`src/rtl/rtc_pkg.sv`:
```
package rtc_pkg;
  localparam int NUM_BYTES = 8;
  localparam int SEL_W     = $clog2(NUM_BYTES);

  function automatic logic [7:0] bcd_inc(input logic [7:0] v);
    logic [7:0] r;
    if (v[3:0] >= 4'd9) r = {v[7:4] + 4'd1, 4'd0};
    else                r = {v[7:4], v[3:0] + 4'd1};
    return r;
  endfunction

  function automatic logic leap_year(input logic [7:0] yr);
    logic odd_tens;
    odd_tens = yr[4];
    if (odd_tens) return (yr[3:0] == 4'd2) || (yr[3:0] == 4'd6);
    else          return (yr[3:0] == 4'd0) || (yr[3:0] == 4'd4) || (yr[3:0] == 4'd8);
  endfunction

  function automatic logic [7:0] month_last(input logic [7:0] mon, input logic [7:0] yr);
    logic [7:0] r;
    case (mon)
      8'h02:                      r = leap_year(yr) ? 8'h29 : 8'h28;
      8'h04, 8'h06, 8'h09, 8'h11: r = 8'h30;
      default:                    r = 8'h31;
    endcase
    return r;
  endfunction
endpackage

```
`src/rtl/rtc_bcd_field.sv`:
```
module rtc_bcd_field #(
  parameter logic [7:0] MIN_VAL = 8'h00,
  parameter logic [7:0] KEEP    = 8'hFF
) (
  input  logic       clk,
  input  logic       rst_n,
  input  logic       inc,
  input  logic       ld,
  input  logic [7:0] ld_val,
  input  logic [7:0] lim,
  output logic [7:0] val,
  output logic       carry
);
  import rtc_pkg::*;

  logic [7:0] val_q, val_d;
  logic       at_top;

  assign at_top = (val_q >= lim);
  assign carry  = inc && !ld && at_top;

  always_comb begin
    val_d = val_q;
    if (ld)       val_d = ld_val & KEEP;
    else if (inc) val_d = at_top ? MIN_VAL : (bcd_inc(val_q) & KEEP);
  end

  always_ff @(posedge clk or negedge rst_n) begin
    if (!rst_n)          val_q <= MIN_VAL;
    else if (ld || inc)  val_q <= val_d;
  end

  assign val = val_q;

  AST_LOAD_LANDS: assert property (@(posedge clk) disable iff (!rst_n)
    ld |=> (val_q == ($past(ld_val) & KEEP)));
  AST_IDLE_HOLDS: assert property (@(posedge clk) disable iff (!rst_n)
    (!ld && !inc) |=> $stable(val_q));
endmodule

```
`src/rtl/rtc_hour_field.sv`:
```
module rtc_hour_field (
  input  logic       clk,
  input  logic       rst_n,
  input  logic       inc,
  input  logic       ld,
  input  logic [7:0] ld_val,
  output logic [7:0] val,
  output logic       carry
);
  import rtc_pkg::*;

  localparam logic [7:0] KEEP = 8'hBF;

  logic [7:0] hr_q, hr_d;
  logic       mode12, pm;
  logic [7:0] low5_inc;
  logic       wrap;

  assign mode12   = hr_q[7];
  assign pm       = hr_q[5];
  assign low5_inc = bcd_inc({3'b000, hr_q[4:0]});

  always_comb begin
    hr_d = hr_q;
    wrap = 1'b0;
    if (ld) begin
      hr_d = ld_val & KEEP;
    end else if (inc) begin
      if (mode12) begin
        if (hr_q[4:0] == 5'h11) begin
          hr_d = {1'b1, 1'b0, ~pm, 5'h12};
          wrap = pm;
        end else if (hr_q[4:0] >= 5'h12) begin
          hr_d = {1'b1, 1'b0, pm, 5'h01};
        end else begin
          hr_d = {1'b1, 1'b0, pm, low5_inc[4:0]};
        end
      end else begin
        if (hr_q[5:0] >= 6'h23) begin
          hr_d = 8'h00;
          wrap = 1'b1;
        end else begin
          hr_d = bcd_inc({2'b00, hr_q[5:0]});
        end
      end
    end
  end

  always_ff @(posedge clk or negedge rst_n) begin
    if (!rst_n)         hr_q <= 8'h00;
    else if (ld || inc) hr_q <= hr_d;
  end

  assign val   = hr_q;
  assign carry = wrap;

  AST_NOON_FLIP: assert property (@(posedge clk) disable iff (!rst_n)
    (inc && !ld && hr_q[7] && hr_q[4:0] == 5'h11) |=> (hr_q[5] != $past(hr_q[5])));
  AST_HOUR_HOLD: assert property (@(posedge clk) disable iff (!rst_n)
    (!inc && !ld) |=> $stable(hr_q));
endmodule

```
`src/rtl/rtc_calendar_core.sv`:
```
module rtc_calendar_core (
  input  logic        clk,
  input  logic        rst_n,
  input  logic        tick_100hz,
  input  logic        wr_en,
  input  logic [2:0]  wr_sel,
  input  logic [7:0]  wr_data,
  output logic [63:0] time_regs
);
  import rtc_pkg::*;

  localparam logic [7:0] DAY_KEEP = 8'h37;

  logic [NUM_BYTES-1:0] ld_vec;
  logic [7:0] hund_v, sec_v, min_v, hr_v, day_q, day_d, date_v, mon_v, yr_v;
  logic       c_hund, c_sec, c_min, c_hr, c_date, c_mon, c_yr;
  logic       run;
  logic [7:0] date_lim;

  genvar gi;
  generate
    for (gi = 0; gi < NUM_BYTES; gi++) begin : g_ld
      assign ld_vec[gi] = wr_en && (wr_sel == SEL_W'(gi));
    end
  endgenerate

  assign run      = tick_100hz && !day_q[5];
  assign date_lim = month_last(mon_v, yr_v);

  rtc_bcd_field #(.MIN_VAL(8'h00), .KEEP(8'hFF)) u_hund (
    .clk(clk), .rst_n(rst_n), .inc(run), .ld(ld_vec[0]), .ld_val(wr_data),
    .lim(8'h99), .val(hund_v), .carry(c_hund));

  rtc_bcd_field #(.MIN_VAL(8'h00), .KEEP(8'h7F)) u_sec (
    .clk(clk), .rst_n(rst_n), .inc(c_hund), .ld(ld_vec[1]), .ld_val(wr_data),
    .lim(8'h59), .val(sec_v), .carry(c_sec));

  rtc_bcd_field #(.MIN_VAL(8'h00), .KEEP(8'h7F)) u_min (
    .clk(clk), .rst_n(rst_n), .inc(c_sec), .ld(ld_vec[2]), .ld_val(wr_data),
    .lim(8'h59), .val(min_v), .carry(c_min));

  rtc_hour_field u_hour (
    .clk(clk), .rst_n(rst_n), .inc(c_min), .ld(ld_vec[3]), .ld_val(wr_data),
    .val(hr_v), .carry(c_hr));

  always_comb begin
    day_d = day_q;
    if (ld_vec[4])  day_d = wr_data & DAY_KEEP;
    else if (c_hr)  day_d = {day_q[7:3], (day_q[2:0] >= 3'd7) ? 3'd1 : day_q[2:0] + 3'd1};
  end

  always_ff @(posedge clk or negedge rst_n) begin
    if (!rst_n)                 day_q <= 8'h01;
    else if (ld_vec[4] || c_hr) day_q <= day_d;
  end

  rtc_bcd_field #(.MIN_VAL(8'h01), .KEEP(8'h3F)) u_date (
    .clk(clk), .rst_n(rst_n), .inc(c_hr), .ld(ld_vec[5]), .ld_val(wr_data),
    .lim(date_lim), .val(date_v), .carry(c_date));

  rtc_bcd_field #(.MIN_VAL(8'h01), .KEEP(8'h1F)) u_mon (
    .clk(clk), .rst_n(rst_n), .inc(c_date), .ld(ld_vec[6]), .ld_val(wr_data),
    .lim(8'h12), .val(mon_v), .carry(c_mon));

  rtc_bcd_field #(.MIN_VAL(8'h00), .KEEP(8'hFF)) u_year (
    .clk(clk), .rst_n(rst_n), .inc(c_mon), .ld(ld_vec[7]), .ld_val(wr_data),
    .lim(8'h99), .val(yr_v), .carry(c_yr));

  assign time_regs = {yr_v, mon_v, date_v, day_q, hr_v, min_v, sec_v, hund_v};

  AST_STOP_FREEZES: assert property (@(posedge clk) disable iff (!rst_n)
    (day_q[5] && !wr_en) |=> $stable(time_regs));
  AST_YEAR_WRAPS_ZERO: assert property (@(posedge clk) disable iff (!rst_n)
    c_yr |=> (yr_v == 8'h00));
  AST_DAY_BITS_KEPT: assert property (@(posedge clk) disable iff (!rst_n)
    (c_hr && !ld_vec[4]) |=> (day_q[5:4] == $past(day_q[5:4])));
endmodule

```
`config.mk`:
```
export PLATFORM = sky130hd
export DESIGN_NAME = rtc_calendar_core
export DESIGN_NICKNAME = d
export VERILOG_FILES = /design/src/rtl/rtc_pkg.sv /design/src/rtl/rtc_bcd_field.sv /design/src/rtl/rtc_hour_field.sv /design/src/rtl/rtc_calendar_core.sv
export SDC_FILE = /design/constraint.sdc
export NUM_CORES = 1
export LEC_CHECK = 0
export CORE_MARGIN = 1
export CORE_UTILIZATION = 40
export DETAILED_ROUTE_END_ITERATION = 16
export SETUP_SLACK_MARGIN = 0.4
export SLEW_MARGIN = 20
export SYNTH_ARGS = -nofsm -noshare
export SYNTH_HDL_FRONTEND = slang
export SYNTH_SLANG_ARGS = --single-unit
```
`constraint.sdc`:
```
create_clock -name clk -period 3.7 [get_ports clk]
set_input_delay 0.925 -clock clk [delete_from_list [all_inputs] [get_ports clk]]
set_output_delay 0.925 -clock clk [all_outputs]
set_load 0.005 [all_outputs]
```
==> results.md <==
- Status: complete, no violations
- Maximum VDD drop: roughly 290 uV
- Diode count: 0
- Final ANT Viol Nets: 0
- Clock slew at reported path FFs: between 100 and 150 ps
- Max_cap viols: 0
- Critical Path Start Type: flip-flop
- Tot Pwr: between 2000 and 3000 uW
- Worst hold margin: 489 ps
- Reg2reg path depth: 13
- Final setup vio count: 0
- Setup crit start: u_year.val[1]$_DFFE_PN0P_
- Final hold violations: 0
- Capture point of the worst path: u_year.val[1]$_DFFE_PN0P_
- Max incr delay on CP: 490 ps
- Final instance area: around 0.0053 mm^2
- Cell class contributing the biggest share of worst-path delay: compound AO/OA/AOI/OAI gates
- Crit path time final: roughly 3300 ps
- DRC Markers: 0
- Clock sink count: 54
- Vias: ~4000
- Skew-Pair Late Insertion Delay: 310 ps
- Leakage: 0.00225 uW
- Synth top area cells: dfrtp_1 (31%), ha_1 (12%), o21ai_0 (4.8%)
- Worst slew pin tran: ~750 ps
- Global-route usage over all layers: 0.213
- Avg Cell Area, Syn: between 8 and 9 um^2
- WP data arrival: approximately 3500 ps
- Num CTS Buffers: 5
- CTS H-tree lvls: 2
- Buf/Inv on CP: 1
- Wirelength per Cell: approximately 16 um
- Starting DRT DRC Count: 171
- Share of the synthesized area in the top cell type: 0.306
- Inst Count DP: 682
- Count of cell types in the netlist: just over 70
- Flop2flop setup slack: approximately 440 ps
- Crit-path cells: inv_2 -> ha_4 -> mux2i_1 -> o32ai_2 -> a2111oi_2 -> a31oi_1 -> ha_2 -> or4b_4 -> a22o_4 -> nand4_1 -> nor3_4 -> mux2i_1 -> mux2_2
- Area leader, netlist: dfrtp_1
- Reg-to-reg endpoint: u_year.val[1]$_DFFE_PN0P_
- Final Cycle Share: 0.880
- Post-synth EDFFs: 0
- DR pass1 iterations: 5
- CTS tree: built
- Final non-filler cell total: ~700
- CP Max Fanout: 5
- Initial Util: 0.419
- Final TNS setup: 0 ps
- Chip Height: 104 um
- Largest net degree at the start of global routing: 29
- GRT overflow: 0
- Cell Area, Synth: between 0.004 and 0.005 mm^2
- Max Slew Vio Count: 0
- #FFs+latches synth: 54
- Routed vias/inst: 5.68
- Sequential fraction of the synthesis area: 0.325
- Initial antenna violation count: 0
- # nets final: 619
- Commonest non-fill, non-tap cells in the layout: clkdlybuf4s50_1 (66), dfrtp_1 (51), nand2_1 (42)
- Maximum clock frequency: between 300 and 400 MHz
- Unrepaired setup endpoints after global routing: true
- Commonest non-fill, non-tap cell in the layout: clkdlybuf4s50_1
- Clock Skews: about 6.9 ps
- Io pins: 79
- Ratio of cells with drive above 1 in the final layout: 0.122
- Final GP Congestion: around 0.80
- Std cell rows: 36
- Critical path depth: 13
- Worst r2r src: u_year.val[1]$_DFFE_PN0P_
- Syn. warnings: 0
- Routed WL: about 11000 um
- Crit-path slowest cell: or4b_4
- Clock buffer depth: 2
- Async SR Flop Fraction: 1.00
- Post-synthesis cell count: 480
- Width of the chip: 104 um
- WP data required: around 3900 ps
- Hold Crit Class: flip-flop to flip-flop
- Cell mode on critical path: mux2i_1
- Kind of critical path: flip-flop to flip-flop
- Core ar.: between 0.009 and 0.01 mm^2
- HPWL after DPL: 8220 um
- CTS root buf: clkbuf_8
- First-pass GRT wire length: roughly 19000 um
- Placement Cell Area: 0.00503 mm^2
- Slew HR: 0.493
- PD cells: 537 mW/mm^2
- Area grow syn2layout: 26.8%
- CTS Hold Buffers Added: 0
- Port Buffers: between 60 and 70
- Die ar.: 0.0108 mm^2
- Vias in the first global route: between 3000 and 4000
- Synth Flop Type: dfrtp_1
- Crit. End Element: flip-flop
power by group:
part	total (uW)	internal, uW	switching [uW]
clock network	396	190	207
registers	1060	763	297
logic	1390	733	654
per-layer routing:
| layer | wire (um) | up-vias | share of wire | global-route usage |
|---|---|---|---|---|
| li1 | - | 1918 | - | - |
| met1 | 5350 | 1919 | 0.47 | 0.302 |
| met2 | 5420 | 116 | 0.47 | 0.342 |
| met3 | 563 | 9 | 0.049 | 0.0276 |
| met4 | 106 | 0 | 0.0093 | 0.0490 |
| met5 | 0 | - | 0 | 0 |
area by class of cell:
| cell class | instances | area, um^2 |
|---|---|---|
| Inverter | 32 | 120 |
| Timing Repair Buffer | 93 | 866 |
| Tap cell | 133 | 166 |
| Sequential cell | 54 | 1360 |
| Clock buffer | 8 | 110 |
| Multi-Input combinational cell | 378 | 2680 |
| Fill cell | 963 | 4660 |
stage by stage:
step	utilization	setup slack [ps]
2_1_floorplan	-	474
3_3_place_gp	0.506	119
3_5_place_dp	0.506	82.3
4_1_cts	0.522	419
5_1_grt	0.532	273
6_report	0.532	443
worst register-to-register path, cell delays in order (launching register included):
cell       delay (ps)
dfrtp_1           410
inv_2              80
ha_4              160
mux2i_1           180
o32ai_2           110
a2111oi_2         360
a31oi_1           100
ha_2              290
or4b_4            490
a22o_4            290
nand4_1           200
nor3_4             90
mux2i_1           120
mux2_2            260
how the worst min path moves through the flow:
stage                               from  slack, ps                    to  cells past startpoint
floorplan           day_q[4]$_DFFE_PN0P_        470  day_q[4]$_DFFE_PN0P_                      2
global placement    day_q[4]$_DFFE_PN0P_        460  day_q[4]$_DFFE_PN0P_                      2
detailed placement  day_q[4]$_DFFE_PN0P_        470  day_q[4]$_DFFE_PN0P_                      2
CTS                 day_q[4]$_DFFE_PN0P_        490  day_q[4]$_DFFE_PN0P_                      2
global route        day_q[4]$_DFFE_PN0P_        510  day_q[4]$_DFFE_PN0P_                      2
finish              day_q[4]$_DFFE_PN0P_        490  day_q[4]$_DFFE_PN0P_                      2
state kept, by name, indices dropped and copies added, names as in the netlist:
register    count
day_q           5
u_date.val      6
u_hour.val      8
u_hund.val      8
u_min.val       7
u_mon.val       5
u_sec.val       7
u_year.val      8
what timing repair did:
| item | in CTS | in global routing |
|---|---|---|
| gates cloned | 1 | 0 |
| setup buffers | 2 | 5 |
| pin swaps | 2 | 7 |
| setup endpoints to repair | 16 | 16 |
| resized for setup | 7 | 13 |
cells by family after synthesis:
logic type                 Yosys count  share of synthesized area
xor gates and xnor gates             1                    0.00210
and+or+nand+nor                    178                      0.246
AOI/OAI and AO/OA                  138                      0.215
DFF                                 54                      0.325
muxes                               10                     0.0255
adders and majority gates           40                      0.120
buffers and inverters               58                     0.0660
other                                1                   0.000899
cell usage after synthesis (3+ instances only):
| library cell | instances |
|---|---|
| o21ai_0 | 40 |
| buf_2 | 6 |
| a21oi_1 | 30 |
| inv_1 | 32 |
| o31ai_1 | 8 |
| nand3b_1 | 3 |
| o22ai_1 | 3 |
| ha_1 | 40 |
| mux2i_1 | 5 |
| nor2_1 | 32 |
| buf_4 | 11 |
| o311ai_1 | 3 |
| nand3_1 | 20 |
| nand4b_1 | 3 |
| nor3_1 | 9 |
| a221o_1 | 8 |
| and3_1 | 8 |
| dfstp_2 | 3 |
| or3_1 | 9 |
| and2_1 | 6 |
| nor4_1 | 3 |
| clkbuf_1 | 5 |
| mux2_2 | 5 |
| a22oi_1 | 4 |
| nor3_2 | 3 |
| nor3b_1 | 5 |
| nand4_1 | 5 |
| a31oi_1 | 8 |
| a211oi_1 | 4 |
| dfrtp_1 | 51 |
| nand2_1 | 42 |
| nor4b_1 | 5 |
| nor2b_1 | 4 |
| nand2b_1 | 5 |
No activity file was read; power rests on OpenSTA's default activity.
